==> config.mk <==
export PLATFORM = sky130hd
export DESIGN_NAME = fifo_chunker
export DESIGN_NICKNAME = d
export VERILOG_FILES = /design/src/rtl/fifo_chunker_pkg.sv /design/src/rtl/chunk_status_capture.sv /design/src/rtl/chunk_size_min.sv /design/src/rtl/chunk_poll_limit.sv /design/src/rtl/fifo_chunker.sv
export SDC_FILE = /design/constraint.sdc
export NUM_CORES = 1
export LEC_CHECK = 0
export CORE_MARGIN = 2
export CORE_UTILIZATION = 53
export DETAILED_ROUTE_END_ITERATION = 10
export PLACE_DENSITY = 0.8
export SLEW_MARGIN = 25
export SYNTH_ARGS = -nofsm -noshare
export SYNTH_HDL_FRONTEND = slang
export SYNTH_HIERARCHICAL = 1
export SYNTH_SLANG_ARGS = --single-unit
export TNS_END_PERCENT = 20
==> constraint.sdc <==
create_clock -name clk -period 3.6 [get_ports clk]
set_input_delay 1.08 -clock clk [delete_from_list [all_inputs] [get_ports clk]]
set_output_delay 1.08 -clock clk [all_outputs]
set_load 0.005 [all_outputs]
==> src/rtl/fifo_chunker_pkg.sv <==
package fifo_chunker_pkg;

  typedef enum logic [2:0] {
    ST_IDLE,
    ST_STS_REQ,
    ST_STS_DATA,
    ST_EVAL,
    ST_FIFO_REQ,
    ST_FIFO_DATA,
    ST_DONE
  } chk_state_e;

  localparam int STS_BYTES = 4;

endpackage

==> src/rtl/chunk_status_capture.sv <==
module chunk_status_capture #(
  parameter int BURST_LSB = 8,
  parameter int BURST_W   = 16,
  parameter int LANES     = 4
) (
  input  logic               clk,
  input  logic               rst_n,
  input  logic               clear,
  input  logic               byte_valid,
  input  logic [7:0]         byte_in,
  output logic [BURST_W-1:0] burst
);
  localparam int IDX_W  = (LANES > 1) ? $clog2(LANES) : 1;
  localparam int WORD_W = 8 * LANES;

  logic [IDX_W-1:0]  idx_q, idx_d;
  logic [WORD_W-1:0] word;

  always_comb begin
    idx_d = idx_q;
    if (clear)           idx_d = '0;
    else if (byte_valid) idx_d = idx_q + 1'b1;
  end

  always_ff @(posedge clk or negedge rst_n) begin
    if (!rst_n) idx_q <= '0;
    else        idx_q <= idx_d;
  end

  // Only lanes overlapping the burst field get storage.
  for (genvar g = 0; g < LANES; g++) begin : g_lane
    if ((8*g + 7 >= BURST_LSB) && (8*g <= BURST_LSB + BURST_W - 1)) begin : g_keep
      logic [7:0] lane_q, lane_d;
      logic       lane_en;
      assign lane_en = clear || (byte_valid && (idx_q == IDX_W'(g)));
      always_comb lane_d = clear ? 8'h00 : byte_in;
      always_ff @(posedge clk or negedge rst_n) begin
        if (!rst_n)       lane_q <= 8'h00;
        else if (lane_en) lane_q <= lane_d;
      end
      assign word[8*g +: 8] = lane_q;
    end else begin : g_drop
      assign word[8*g +: 8] = 8'h00;
    end
  end

  assign burst = word[BURST_LSB +: BURST_W];

endmodule

==> src/rtl/chunk_size_min.sv <==
module chunk_size_min #(
  parameter int LEN_W     = 16,
  parameter int BURST_W   = 16,
  parameter int MAX_CHUNK = 64,
  parameter int CHUNK_W   = 7
) (
  input  logic [LEN_W-1:0]   remain,
  input  logic [BURST_W-1:0] burst,
  output logic [CHUNK_W-1:0] chunk
);
  localparam int BASE_W = (LEN_W > BURST_W) ? LEN_W : BURST_W;
  localparam int CMP_W  = ((BASE_W > CHUNK_W) ? BASE_W : CHUNK_W) + 1;

  logic [CMP_W-1:0] a, b, c, m1, m2;

  always_comb begin
    a     = CMP_W'(remain);
    b     = CMP_W'(burst);
    c     = CMP_W'(MAX_CHUNK);
    m1    = (a < b) ? a : b;
    m2    = (m1 < c) ? m1 : c;
    chunk = m2[CHUNK_W-1:0];
  end

endmodule

==> src/rtl/chunk_poll_limit.sv <==
module chunk_poll_limit #(
  parameter int MAX_POLLS = 100000
) (
  input  logic clk,
  input  logic rst_n,
  input  logic clear,
  input  logic step,
  output logic expire
);
  localparam int PC_W = $clog2(MAX_POLLS + 1);

  logic [PC_W-1:0] cnt_q, cnt_d;

  assign expire = step && (cnt_q == PC_W'(MAX_POLLS - 1));

  always_comb begin
    cnt_d = cnt_q;
    if (clear)     cnt_d = '0;
    else if (step) cnt_d = cnt_q + 1'b1;
  end

  always_ff @(posedge clk or negedge rst_n) begin
    if (!rst_n) cnt_q <= '0;
    else        cnt_q <= cnt_d;
  end

endmodule

==> src/rtl/fifo_chunker.sv <==
module fifo_chunker
  import fifo_chunker_pkg::*;
#(
  parameter int              LEN_W     = 16,
  parameter int              ADDR_W    = 24,
  parameter int              BURST_LSB = 8,
  parameter int              BURST_W   = 16,
  parameter int              MAX_CHUNK = 64,
  parameter int              MAX_POLLS = 100000,
  parameter logic [ADDR_W-1:0] STS_ADDR  = ADDR_W'(24'h000018),
  parameter logic [ADDR_W-1:0] FIFO_ADDR = ADDR_W'(24'h000024),
  localparam int             CHUNK_W   = $clog2(MAX_CHUNK + 1)
) (
  input  logic               clk,
  input  logic               rst_n,
  input  logic               req_valid,
  output logic               req_ready,
  input  logic               req_dir,
  input  logic [LEN_W-1:0]   req_len,
  input  logic [7:0]         tx_data,
  output logic               tx_ready,
  output logic [7:0]         rx_data,
  output logic               rx_valid,
  output logic               cmd_valid,
  input  logic               cmd_ready,
  output logic               cmd_write,
  output logic [ADDR_W-1:0]  cmd_addr,
  output logic [CHUNK_W-1:0] cmd_len,
  output logic [7:0]         wr_data,
  input  logic               wr_take,
  input  logic [7:0]         rd_data,
  input  logic               rd_valid,
  input  logic               txn_done,
  input  logic               txn_err,
  output logic               done,
  output logic               done_err
);

  chk_state_e         state_q, state_d;
  logic [LEN_W-1:0]   remain_q, remain_d;
  logic [CHUNK_W-1:0] chunk_q, chunk_d;
  logic               dir_q, dir_d;
  logic               err_q, err_d;

  logic               remain_en, chunk_en, dir_en, err_en;
  logic [BURST_W-1:0] burst;
  logic [CHUNK_W-1:0] chunk_calc;
  logic               cap_clear, cap_valid;
  logic               poll_clear, poll_step, poll_expire;

  chunk_status_capture #(
    .BURST_LSB(BURST_LSB),
    .BURST_W  (BURST_W),
    .LANES    (STS_BYTES)
  ) u_capture (
    .clk       (clk),
    .rst_n     (rst_n),
    .clear     (cap_clear),
    .byte_valid(cap_valid),
    .byte_in   (rd_data),
    .burst     (burst)
  );

  chunk_size_min #(
    .LEN_W    (LEN_W),
    .BURST_W  (BURST_W),
    .MAX_CHUNK(MAX_CHUNK),
    .CHUNK_W  (CHUNK_W)
  ) u_sizer (
    .remain(remain_q),
    .burst (burst),
    .chunk (chunk_calc)
  );

  chunk_poll_limit #(
    .MAX_POLLS(MAX_POLLS)
  ) u_polls (
    .clk   (clk),
    .rst_n (rst_n),
    .clear (poll_clear),
    .step  (poll_step),
    .expire(poll_expire)
  );

  assign cap_clear  = (state_q == ST_STS_REQ);
  assign cap_valid  = (state_q == ST_STS_DATA) && rd_valid;
  assign poll_step  = ((state_q == ST_STS_DATA) && txn_done && txn_err) ||
                      ((state_q == ST_EVAL) && (burst == '0));
  assign poll_clear = ((state_q == ST_IDLE) && req_valid) ||
                      ((state_q == ST_EVAL) && (burst != '0));

  // Output decode
  always_comb begin
    req_ready = (state_q == ST_IDLE);
    cmd_valid = 1'b0;
    cmd_write = 1'b0;
    cmd_addr  = STS_ADDR;
    cmd_len   = CHUNK_W'(STS_BYTES);
    case (state_q)
      ST_STS_REQ: cmd_valid = 1'b1;
      ST_FIFO_REQ: begin
        cmd_valid = 1'b1;
        cmd_write = !dir_q;
        cmd_addr  = FIFO_ADDR;
        cmd_len   = chunk_q;
      end
      default: ;
    endcase
    wr_data  = tx_data;
    tx_ready = (state_q == ST_FIFO_DATA) && !dir_q && wr_take;
    rx_data  = rd_data;
    rx_valid = (state_q == ST_FIFO_DATA) && dir_q && rd_valid;
    done     = (state_q == ST_DONE);
    done_err = (state_q == ST_DONE) && err_q;
  end

  // Next state
  always_comb begin
    state_d   = state_q;
    remain_d  = remain_q;
    chunk_d   = chunk_q;
    dir_d     = dir_q;
    err_d     = err_q;
    remain_en = 1'b0;
    chunk_en  = 1'b0;
    dir_en    = 1'b0;
    err_en    = 1'b0;
    case (state_q)
      ST_IDLE: begin
        if (req_valid) begin
          dir_d     = req_dir;
          dir_en    = 1'b1;
          remain_d  = req_len;
          remain_en = 1'b1;
          err_d     = 1'b0;
          err_en    = 1'b1;
          state_d   = (req_len == '0) ? ST_DONE : ST_STS_REQ;
        end
      end
      ST_STS_REQ: begin
        if (cmd_ready) state_d = ST_STS_DATA;
      end
      ST_STS_DATA: begin
        if (txn_done) begin
          if (!txn_err) begin
            state_d = ST_EVAL;
          end else if (poll_expire) begin
            err_d   = 1'b1;
            err_en  = 1'b1;
            state_d = ST_DONE;
          end else begin
            state_d = ST_STS_REQ;
          end
        end
      end
      ST_EVAL: begin
        if (burst != '0) begin
          chunk_d  = chunk_calc;
          chunk_en = 1'b1;
          state_d  = ST_FIFO_REQ;
        end else if (poll_expire) begin
          err_d   = 1'b1;
          err_en  = 1'b1;
          state_d = ST_DONE;
        end else begin
          state_d = ST_STS_REQ;
        end
      end
      ST_FIFO_REQ: begin
        if (cmd_ready) state_d = ST_FIFO_DATA;
      end
      ST_FIFO_DATA: begin
        if (txn_done) begin
          if (txn_err) begin
            err_d   = 1'b1;
            err_en  = 1'b1;
            state_d = ST_DONE;
          end else begin
            remain_d  = remain_q - LEN_W'(chunk_q);
            remain_en = 1'b1;
            state_d   = (remain_q == LEN_W'(chunk_q)) ? ST_DONE : ST_STS_REQ;
          end
        end
      end
      ST_DONE: state_d = ST_IDLE;
      default: state_d = ST_IDLE;
    endcase
  end

  // Registers
  always_ff @(posedge clk or negedge rst_n) begin
    if (!rst_n) state_q <= ST_IDLE;
    else        state_q <= state_d;
  end

  always_ff @(posedge clk or negedge rst_n) begin
    if (!rst_n)         remain_q <= '0;
    else if (remain_en) remain_q <= remain_d;
  end

  always_ff @(posedge clk or negedge rst_n) begin
    if (!rst_n)        chunk_q <= '0;
    else if (chunk_en) chunk_q <= chunk_d;
  end

  always_ff @(posedge clk or negedge rst_n) begin
    if (!rst_n)      dir_q <= 1'b0;
    else if (dir_en) dir_q <= dir_d;
  end

  always_ff @(posedge clk or negedge rst_n) begin
    if (!rst_n)      err_q <= 1'b0;
    else if (err_en) err_q <= err_d;
  end

endmodule

# After elaboration in Yosys (flattened, before gate mapping)
# Index checks and enable logic that the tools add are counted.
# totals
regBits	63
inputBits	41
out_inout_bits	54
elab_cells	115
# op_classes
n_addsub	3
order_cmp	2
n_eq_ne	19
muxes	49
n_reduce_logical	33
# ops
op	n
$mux 16	4
$mux 17	2
$mux 3	11
$logic_not 16->1	2
$pmux 16 s2	1
$mux 1	21
$ne 2x2->1 const B	9
$pmux 3 s6	1
$add 17x1->17 const B	1
$eq 17x17->1 const B	1
$eq 16x7->1	1
$lt 16x16->1	1
$lt 16x7->1 const B	1
$reduce_bool 16->1	1
$sub 16x7->16	1
$logic_and 1x1->1	14
$mux 7	2
$reduce_and 5->1	2
$eq 3x3->1 const B	3
$mux 8	1
$pmux 1 s4	2
$reduce_and 8->1	1
$eq 3x2->1 const B	2
$mux 6	1
13 further kinds	20

# Longest topological paths before layout
# Gate-level depths: netlist (run 1).
# logic_depth
word_depth	10
ltp_mapped	12

# Modules after synthesis
# The synthesis (run 1) kept the hierarchy.
# modules_own_cells
mod	n_inst	cells_per_inst	area_per_inst_um2
fifo_chunker	1	317	2486.1
chunk_poll_limit	1	95	924.6
chunk_status_capture	1	72	859.6
chunk_size_min	1	75	588.1

# Worst setup path after synthesis (run 1)
# OpenSTA, ideal clock, no wires.
# synth_timing
kind	input -> register
startpoint	input port txn_err
endpoint	register state_q[1]
setup_time_ps	104
t_arrival_ps	3017
required_time_ps	3496
setup_slack_ps	479
cell_stages	12
path_buffers	2
cell_sequence	clkbuf_1 > nand2_1 > mux2_2 > nor2_1 > buf_6 > nand4_1 > nor3_1 > nand2b_1 > nand3b_1 > o211a_1 > or3_1 > o311ai_1
# synth_between
elab_chain_len	7
word_cells_on_any_way	10
classes_between	mux: 7; reduce/logical: 3
# synth_rtl
element	line_no	source
from (decl)	fifo_chunker.sv:34	input logic txn_err,
$logic_and 1x1->1 (*)	fifo_chunker.sv:87	assign poll_step = ((state_q == ST_STS_DATA) && txn_done && txn_err) ||
$logic_or 1x1->1 (*)	fifo_chunker.sv:87	
via poll_step	fifo_chunker.sv:49	logic poll_clear, poll_step, poll_expire;
$logic_and 1x1->1 (*)	chunk_poll_limit.sv:14	assign expire = step && (cnt_q == PC_W'(MAX_POLLS - 1));
via poll_expire	fifo_chunker.sv:49	
$mux 3 (*)	fifo_chunker.sv:147, fifo_chunker.sv:161	
$mux 3	fifo_chunker.sv:145	if (!txn_err) begin
$mux 3	fifo_chunker.sv:144	if (txn_done) begin
$pmux 3 s6 (*)	fifo_chunker.sv:128	case (state_q)
to (signal assigned)	fifo_chunker.sv:193	else state_q <= state_d;
to (decl)	fifo_chunker.sv:39	chk_state_e state_q, state_d;
# Mark *: on every way through the listed nets, which the timed path passes. The rest lies on a longest branch. The select of a mux whose other input is x is not followed.
# A chain may end at the register's enable or synchronous reset.

# Final worst setup path (run 1)
# layout_timing
startpoint	input port wr_take
endpoint	output port tx_ready
# layout_between
elab_chain_len	1
# layout_rtl
element	line_no	source
from (decl)	fifo_chunker.sv:30	input logic wr_take,
$logic_and 1x1->1	fifo_chunker.sv:110	tx_ready = (state_q == ST_FIFO_DATA) && !dir_q && wr_take;
to (decl)	fifo_chunker.sv:21	output logic tx_ready,
# No other way between the ends.

==> run summary, run 1 <==
Drt
- 5873 um — met2 wire length
- 0 — Residual DRC
- 5213 um — met1 WL
- 6 — Pre-antenna DRT Iters
- 708 um — DR WL met3
- 415 — violation count after the first detailed-route iteration
- met4 — top metal layer carrying routed signals
- 12080 um — WL final
- 16.83 um — routed len/inst
- 4271 — total via count in the routed design
- 0 — ANT nets after route
- 5.948 — number of vias per cell

Setup path
- 3 — total number of cells along the worst setup path
- buffers and inverters — cell family with most CP delay
- input pin — Worst Setup Start Kind
- clkdlybuf4s50_1 — CP max-delay cell
- clkdlybuf4s50_1 — most common cell type on the critical path
- 9 — depth of the most critical reg-to-reg path
- clkdlybuf4s50_1, nor3b_1, clkdlybuf4s50_1 — Critical Path, Cell by Cell
- 2520 ps — data required time at the worst endpoint
- 2220 ps — Crit path arrival time
- 1 — largest fanout on the critical path
- input pin to primary output — type of the worst setup path
- 2 — Crit path buffers/inverters
- primary output — Worst Setup End Kind
- 530 ps — slowest stage delay, CP

Finish
- 9.344% — fraction of layout instances using a drive strength above 1
- 63.75% — Final Core Density
- 737 — number of fill cells in the layout
- 672 — count of nets after finishing
- 2843 sq um — total area of multi-input combinational cells
- 0 — count of inserted antenna diode cells
- dfrtp_1 — commonest non-fill, non-tap cell in the layout
- dfrtp_1, clkdlybuf4s50_1, nand2_1 — most used cells in the layout excluding fill and tap cells
- 1577 sq um — sequential cell area
- 15.55% — layout-stage area growth over the synthesis result

Timing
- 0 — total count of max-transition violations in the final report
- 522.2 ps — smallest hold slack
- 0 — setup violation total in the final timing report
- false — unrepaired setup endpoints after global routing
- 3298 ps — min Tclk post-route
- 303.2 MHz — achievable clock frequency
- 54.84% — worst rel slew slack
- 8.712 ps — maximum clock skew at final layout
- 0 — final number of hold-violating endpoints
- 0 ps — sum of negative setup slack
- 671.9 ps — slew of the pin with the lowest slew margin
- 301.6 ps — worst setup slack after layout
- 91.62% — share of the clock period used by the worst path

GRT
- 0 — overflow left after global routing
- 3954 — vias in the first global route
- 24.31% — Total Routing Usage GR
- 19300 um — wire length of the first global-routing pass
- 0 — number of antenna violations at the first check in global routing
- 29 — maximum number of pins on one net before global-route repair

Yosys
- 4858 sq um — Syn Std Cell Area
- 16.17% — area fraction in compound gates after synthesis
- 2.344% — area share of xor/xnor cells in the synthesized design
- 32.45% — share of synthesized area occupied by flip-flops and latches
- dfrtp_1, ha_1, buf_4 — cell types occupying the most area after synthesis
- 74 — count of different cell masters after synthesis
- dfrtp_1 — cell type with the largest total area after synthesis
- 559 — Syn Inst Count
- 63 — Synth Register Bits
- 32.45% — fraction of post-synthesis cell area in the top cell type by area
- dfrtp_1 — top_reg_cell synth
- 100.0% — share of flip-flops with an asynchronous set or reset after synthesis
- 6.850% — post-synthesis share of cell area spent on full adders, half adders and majority gates
- 0 — number of flops mapped to enable cells by yosys
- 6 — Synth Warn #
- 8.691 sq um — average cell area after synthesis
- 5.846% — share of synthesized area spent on multiplexers
- simple AND/OR/NAND/NOR gates — main combinational cell family by area after synthesis
- 25.62% — post-synthesis share of cell area spent on and, or, nand and nor gates

Floorplanning
- 8806 sq um — core area
- 99.75 um — Die Wd
- 9949 sq um — Die ar.
- 55.17% — starting density of the core
- 95 — number of primary I/O pins
- 34 — Placement Rows
- 99.75 um — Vert. Die Dim

Clock tree
- 2 — worst-case clock buffer depth
- 9 — total CTS buffers
- 63 — total clock sinks
- 350 ps — Skew-Pair Late Insertion Delay
- clkbuf_8 — root buffer selected by CTS
- yes — clock tree from TritonCTS
- 0 — post-CTS setup buffer count
- 3 — H-tree lvl count
- 0 — CTS-repair resized insts
- 0 — hold buffer count at CTS
- 70 ps — Clock transition at path regs

Status
- finished clean — run status

Hold path
- 1 — Hold Crit Depth
- flip-flop to flip-flop — class of the tightest hold or removal check

Power and ir drop
- 312.4 uV — maximum vdd ir drop
- 635.4 nW/um^2 — power per unit of standard cell area
- 2.378 nW — leakage power

Placed design
- 233.6 ps — Worst Setup Slack post-DPL
- 9058 um — post-detail-place hpwl
- 0.9287 — placer's final routability congestion estimate
- 58 — Port-buffer cells

Job
- 0 — max cap viols

[power breakdown]
part | leakage [nW] | internal (mW) | switching, mW
Combinational | 1.44 | 0.781 | 1.02
Sequential | 0.834 | 0.860 | 0.201
Clock | 0.105 | 0.391 | 0.311
Total | 2.38 | 2.03 | 1.54
[registers in the layout (all words and copies together) (netlist names)]
| register | flops |
|---|---|
| u_polls/cnt_q | 17 |
| remain_q | 16 |
| u_capture/g_lane.g_keep.lane_q | 16 |
| chunk_q | 7 |
| state_q | 3 |
| u_capture/idx_q | 2 |
| dir_q | 1 |
| err_q | 1 |
[final timing paths]
kind	slack, ps	start	to
worst max-delay path	300	wr_take	tx_ready
worst min-delay path	520	err_q	err_q
worst max register to register	660	u_capture/g_lane[1].g_keep.lane_q[0]	u_polls/cnt_q[13]
worst min register to register	520	err_q	err_q
max in group asynchronous	2240	rst_n	remain_q[3]
min in group asynchronous	640	rst_n	u_capture/g_lane[2].g_keep.lane_q[5]
[layout make-up]
type	count	share of cell area, %
clock buffers	9	2.206
repair buffers	77	12.79
well taps	108	2.407
clock inverters	7	1.738
inverters	32	2.140
flip-flops and latches	63	28.08
multi-input cells	422	50.64
[cell usage after synthesis (3+ instances only)]
library cell  count
dfrtp_1          63
nand2_1          53
buf_4            38
nor2_1           38
inv_1            32
nand2b_1         31
a21oi_1          30
ha_1             25
mux2i_1          25
o21ai_0          20
clkbuf_1         17
nand3_1          15
nand4_1          11
nor3_1           11
nor4_1           11
o211ai_1          8
nor2b_1           7
or3_1             7
or4_1             7
xor2_1            7
a21o_1            6
and3_1            6
xnor2_1           6
a31oi_1           4
o31ai_1           4
a211oi_1          3
and2_1            3
buf_6             3
mux2_2            3
nand3b_1          3
o22ai_1           3
[metal layers]
layer  track usage [%]  up-vias
met5                 0        -
met4             8.114        0
met3             4.216       26
met2             40.85      172
met1             31.86     2034
li1                  -     2039
[stage by stage]
step           power (mW)  instance area, sq um  cells
3_3_place_gp        2.764                  5386    702
3_5_place_dp        2.830                  5386    702
2_1_floorplan       2.348                  4930    578
5_1_grt             3.800                  5614    718
4_1_cts             3.541                  5608    718
6_report            3.567                  5614    718
[cells by family (layout without fill, tap and decap cells)]
group                      after synthesis  after routing
AOI/OAI and AO/OA                      111            111
xor gates and xnor gates                13             13
adders and majority gates               26             26
buffers and inverters                   93            125
DFF                                     63             63
muxes                                   28             28
other                                    1             20
and+or+nand+nor                        224            224
(Power assumes the default switching activity.)
==> run 2: changes to the inputs <==
--- a/config.mk
+++ b/config.mk
@@ -5,8 +5,10 @@
 export SDC_FILE = /design/constraint.sdc
 export NUM_CORES = 1
 export LEC_CHECK = 0
+export CELL_PAD_IN_SITES_DETAIL_PLACEMENT = 1
+export CELL_PAD_IN_SITES_GLOBAL_PLACEMENT = 1
 export CORE_MARGIN = 2
-export CORE_UTILIZATION = 53
+export CORE_UTILIZATION = 40
 export DETAILED_ROUTE_END_ITERATION = 10
 export PLACE_DENSITY = 0.8
 export SLEW_MARGIN = 25
==> run 2 against run 1 <==
Register-to-register slack lost 70 ps. Cell count grew 5.4%. Clock power grew 44%. Largest power group unchanged. Highest routed layer unchanged.
==> run summary, run 2 (synthesis gave the netlist of run 1 again) <==
GRT
- 22.86% — Total Routing Usage GR, -1.5 points
- 4.129% — met3 capacity usage during global routing, -0.087 points
- 27.28% — met1 Use GR, -4.6 points
- 23580 um — wire length of the first global-routing pass, +22%
- met2 — busiest metal layer after global routing
- 42 — maximum number of pins on one net before global-route repair, +45%
- 40.83% — fraction of met2 tracks used by global routing, about the same
- 4741 — vias in the first global route, +20%
- 0 — overflow left after global routing, unchanged
- 0 — number of antenna violations at the first check in global routing, unchanged

Hold path
- flip-flop to flip-flop — class of the tightest hold or removal check
- 1 — Hold Crit Depth, unchanged
- err_q — origin of the worst min-delay path

Setup path
- buffers and inverters — cell family with most CP delay
- clkdlybuf4s50_1 — CP max-delay cell
- clkdlybuf4s50_1, and3_1, clkdlybuf4s50_1 — Critical Path, Cell by Cell
- 2250 ps — Crit path arrival time, +30 ps
- u_capture/g_lane[1].g_keep.lane_q[0] — r2r startpoint
- 9 — depth of the most critical reg-to-reg path, unchanged
- primary output — Worst Setup End Kind
- input pin — Worst Setup Start Kind
- 510 ps — slowest stage delay, CP, -20 ps
- rd_valid — critical path startpoint
- 3 — total number of cells along the worst setup path, unchanged
- 2520 ps — data required time at the worst endpoint, about the same
- 2 — largest fanout on the critical path, +1
- input pin to primary output — type of the worst setup path
- 2 — Crit path buffers/inverters, unchanged
- clkdlybuf4s50_1 — most common cell type on the critical path

Finish
- 9.344% — fraction of layout instances using a drive strength above 1, unchanged
- dfrtp_1 — commonest non-fill, non-tap cell in the layout
- 17 — max FFs per register, unchanged
- 19.06% — layout-stage area growth over the synthesis result
- u_polls/cnt_q — largest reg by FF count
- dfrtp_1, clkdlybuf4s50_1, nand2_1 — most used cells in the layout excluding fill and tap cells
- 1415 — number of fill cells in the layout, +92%
- 672 — count of nets after finishing, unchanged
- u_polls/cnt_q x17, remain_q x16, u_capture/g_lane.g_keep.lane_q x16 — leading registers by flop count
- 757 — post-route non-filler standard cell count, +5.4%
- 0 — count of inserted antenna diode cells, unchanged

Floorplanning
- 11910 sq um — core area, +35%
- 40 — Placement Rows, +18%
- 95 — number of primary I/O pins, unchanged
- 114.2 um — Die Wd, +15%
- 114.2 um — Vert. Die Dim, +15%
- 40.79% — starting density of the core, -14 points
- 13040 sq um — Die ar., +31%

Timing
- 0 — setup violation total in the final timing report, unchanged
- 3334 ps — min Tclk post-route, +35.34 ps
- 0 ps — sum of negative setup slack, unchanged
- 300.0 MHz — achievable clock frequency, -1.1%
- false — unrepaired setup endpoints after global routing
- 92.60% — share of the clock period used by the worst path, +0.98 points
- 56.10% — worst rel slew slack, +1.3 points
- 653.1 ps — slew of the pin with the lowest slew margin, -18.77 ps
- 0 — total count of max-transition violations in the final report, unchanged
- 0 — final number of hold-violating endpoints, unchanged
- 8.982 ps — maximum clock skew at final layout, +0.2697 ps

Clock tree
- 0 — post-CTS setup buffer count, unchanged
- 2 — worst-case clock buffer depth, unchanged
- 340 ps — Skew-Pair Late Insertion Delay, about the same
- 3 — H-tree lvl count, unchanged
- 9 — total CTS buffers, unchanged
- 0 — CTS-repair resized insts, unchanged
- yes — clock tree from TritonCTS
- clkbuf_16 — root buffer selected by CTS
- 50 ps — Clock transition at path regs, -20 ps
- 0 — hold buffer count at CTS, unchanged
- 63 — total clock sinks, unchanged

Power and ir drop
- 679.8 nW/um^2 — power per unit of standard cell area, +7.0%
- 2.439 nW — leakage power, +2.6%
- 332.0 uV — maximum vdd ir drop, +6.3%

Status
- finished clean — run status

Job
- 0 — max cap viols, unchanged

Drt
- 4 — Pre-antenna DRT Iters, -2
- 18.62 um — routed len/inst, +11%
- 5.645 — number of vias per cell, -5.1%
- 4273 — total via count in the routed design, +0.047%
- 0 — ANT nets after route, unchanged
- 0 — Residual DRC, unchanged
- 14100 um — WL final, +17%
- 211 — violation count after the first detailed-route iteration, -49%

Placed design
- 0.8527 — placer's final routability congestion estimate, -8.2%
- 58 — Port-buffer cells, unchanged
- 741 — post-placement cell count, +5.6%
- 10820 um — post-detail-place hpwl, +19%

-- run 2: cell types whose count changed in the layout (fill, tap and decap cells not counted) --
cell | previous run | this run
clkbuf_16 | 0 | 9
buf_4 | 19 | 20
clkbuf_8 | 9 | 0
bufinv_16 | 2 | 3
clkinvlp_4 | 2 | 0
buf_2 | 1 | 0
clkbuf_1 | 0 | 1
nor2b_1 | 7 | 6
nor2b_2 | 0 | 1
clkinv_4 | 2 | 1
clkinv_2 | 1 | 2
-- run 2: area by class of cell --
| cell class | count | area, sq um | share of cell area (%) |
|---|---|---|---|
| clock buffers | 10 | 229.0 | 3.958 |
| clock inverters | 6 | 108.9 | 1.882 |
| inverters | 32 | 120.1 | 2.077 |
| multi-input cells | 422 | 2845 | 49.19 |
| flip-flops and latches | 63 | 1577 | 27.25 |
| well taps | 147 | 183.9 | 3.180 |
| repair buffers | 77 | 720.7 | 12.46 |
-- run 2: worst reg2reg max path: stages, from the launching register on --
cell and delay, ps:
dfrtp_1 440, nor4_1 350, nand4_1 350, mux2_2 380, nor2_1 140, buf_4 190
o211a_1 220, nand4_4 160, or4_1 520, a21oi_1 170
-- run 2: final timing paths --
check	endpoint	slack (ps)
setup / recovery	rx_valid	270
hold / removal	err_q	510
setup reg to reg	u_polls/cnt_q[15]	590
hold reg to reg	err_q	510
max in group asynchronous	dir_q	2250
min in group asynchronous	u_capture/g_lane[1].g_keep.lane_q[3]	730
-- run 2: report_power, final --
group | switching (mW) | leakage, nW | internal, mW | total [mW]
Combinational | 1.05 | 1.44 | 0.786 | 1.84
Clock | 0.337 | 0.166 | 0.675 | 1.01
Sequential | 0.220 | 0.834 | 0.861 | 1.08
-- run 2: routing by layer --
layer  part of all wire, %  vias up
met4                   2.2        0
met1                    42     2130
met2                    52       77
met3                   3.5       29
met5                     0        -
li1                      -     2037
-- run 2: through the flow --
step / instance area, sq um / hold WS, ps / total power, mW / util (%) / setup slack, ps
global placement: 5435 / 493.8 / 2.797 / 45.63 / 262.6
detailed placement: 5435 / 494.9 / 2.910 / 45.63 / 177.3
CTS: 5773 / 514.0 / 3.939 / 48.47 / 265.0
global route: 5784 / 577.3 / 4.217 / 48.56 / 219.0
finish: 5784 / 512.6 / 3.932 / 48.56 / 266.2
floorplan: 4930 / 457.7 / 2.348 / - / 478.7
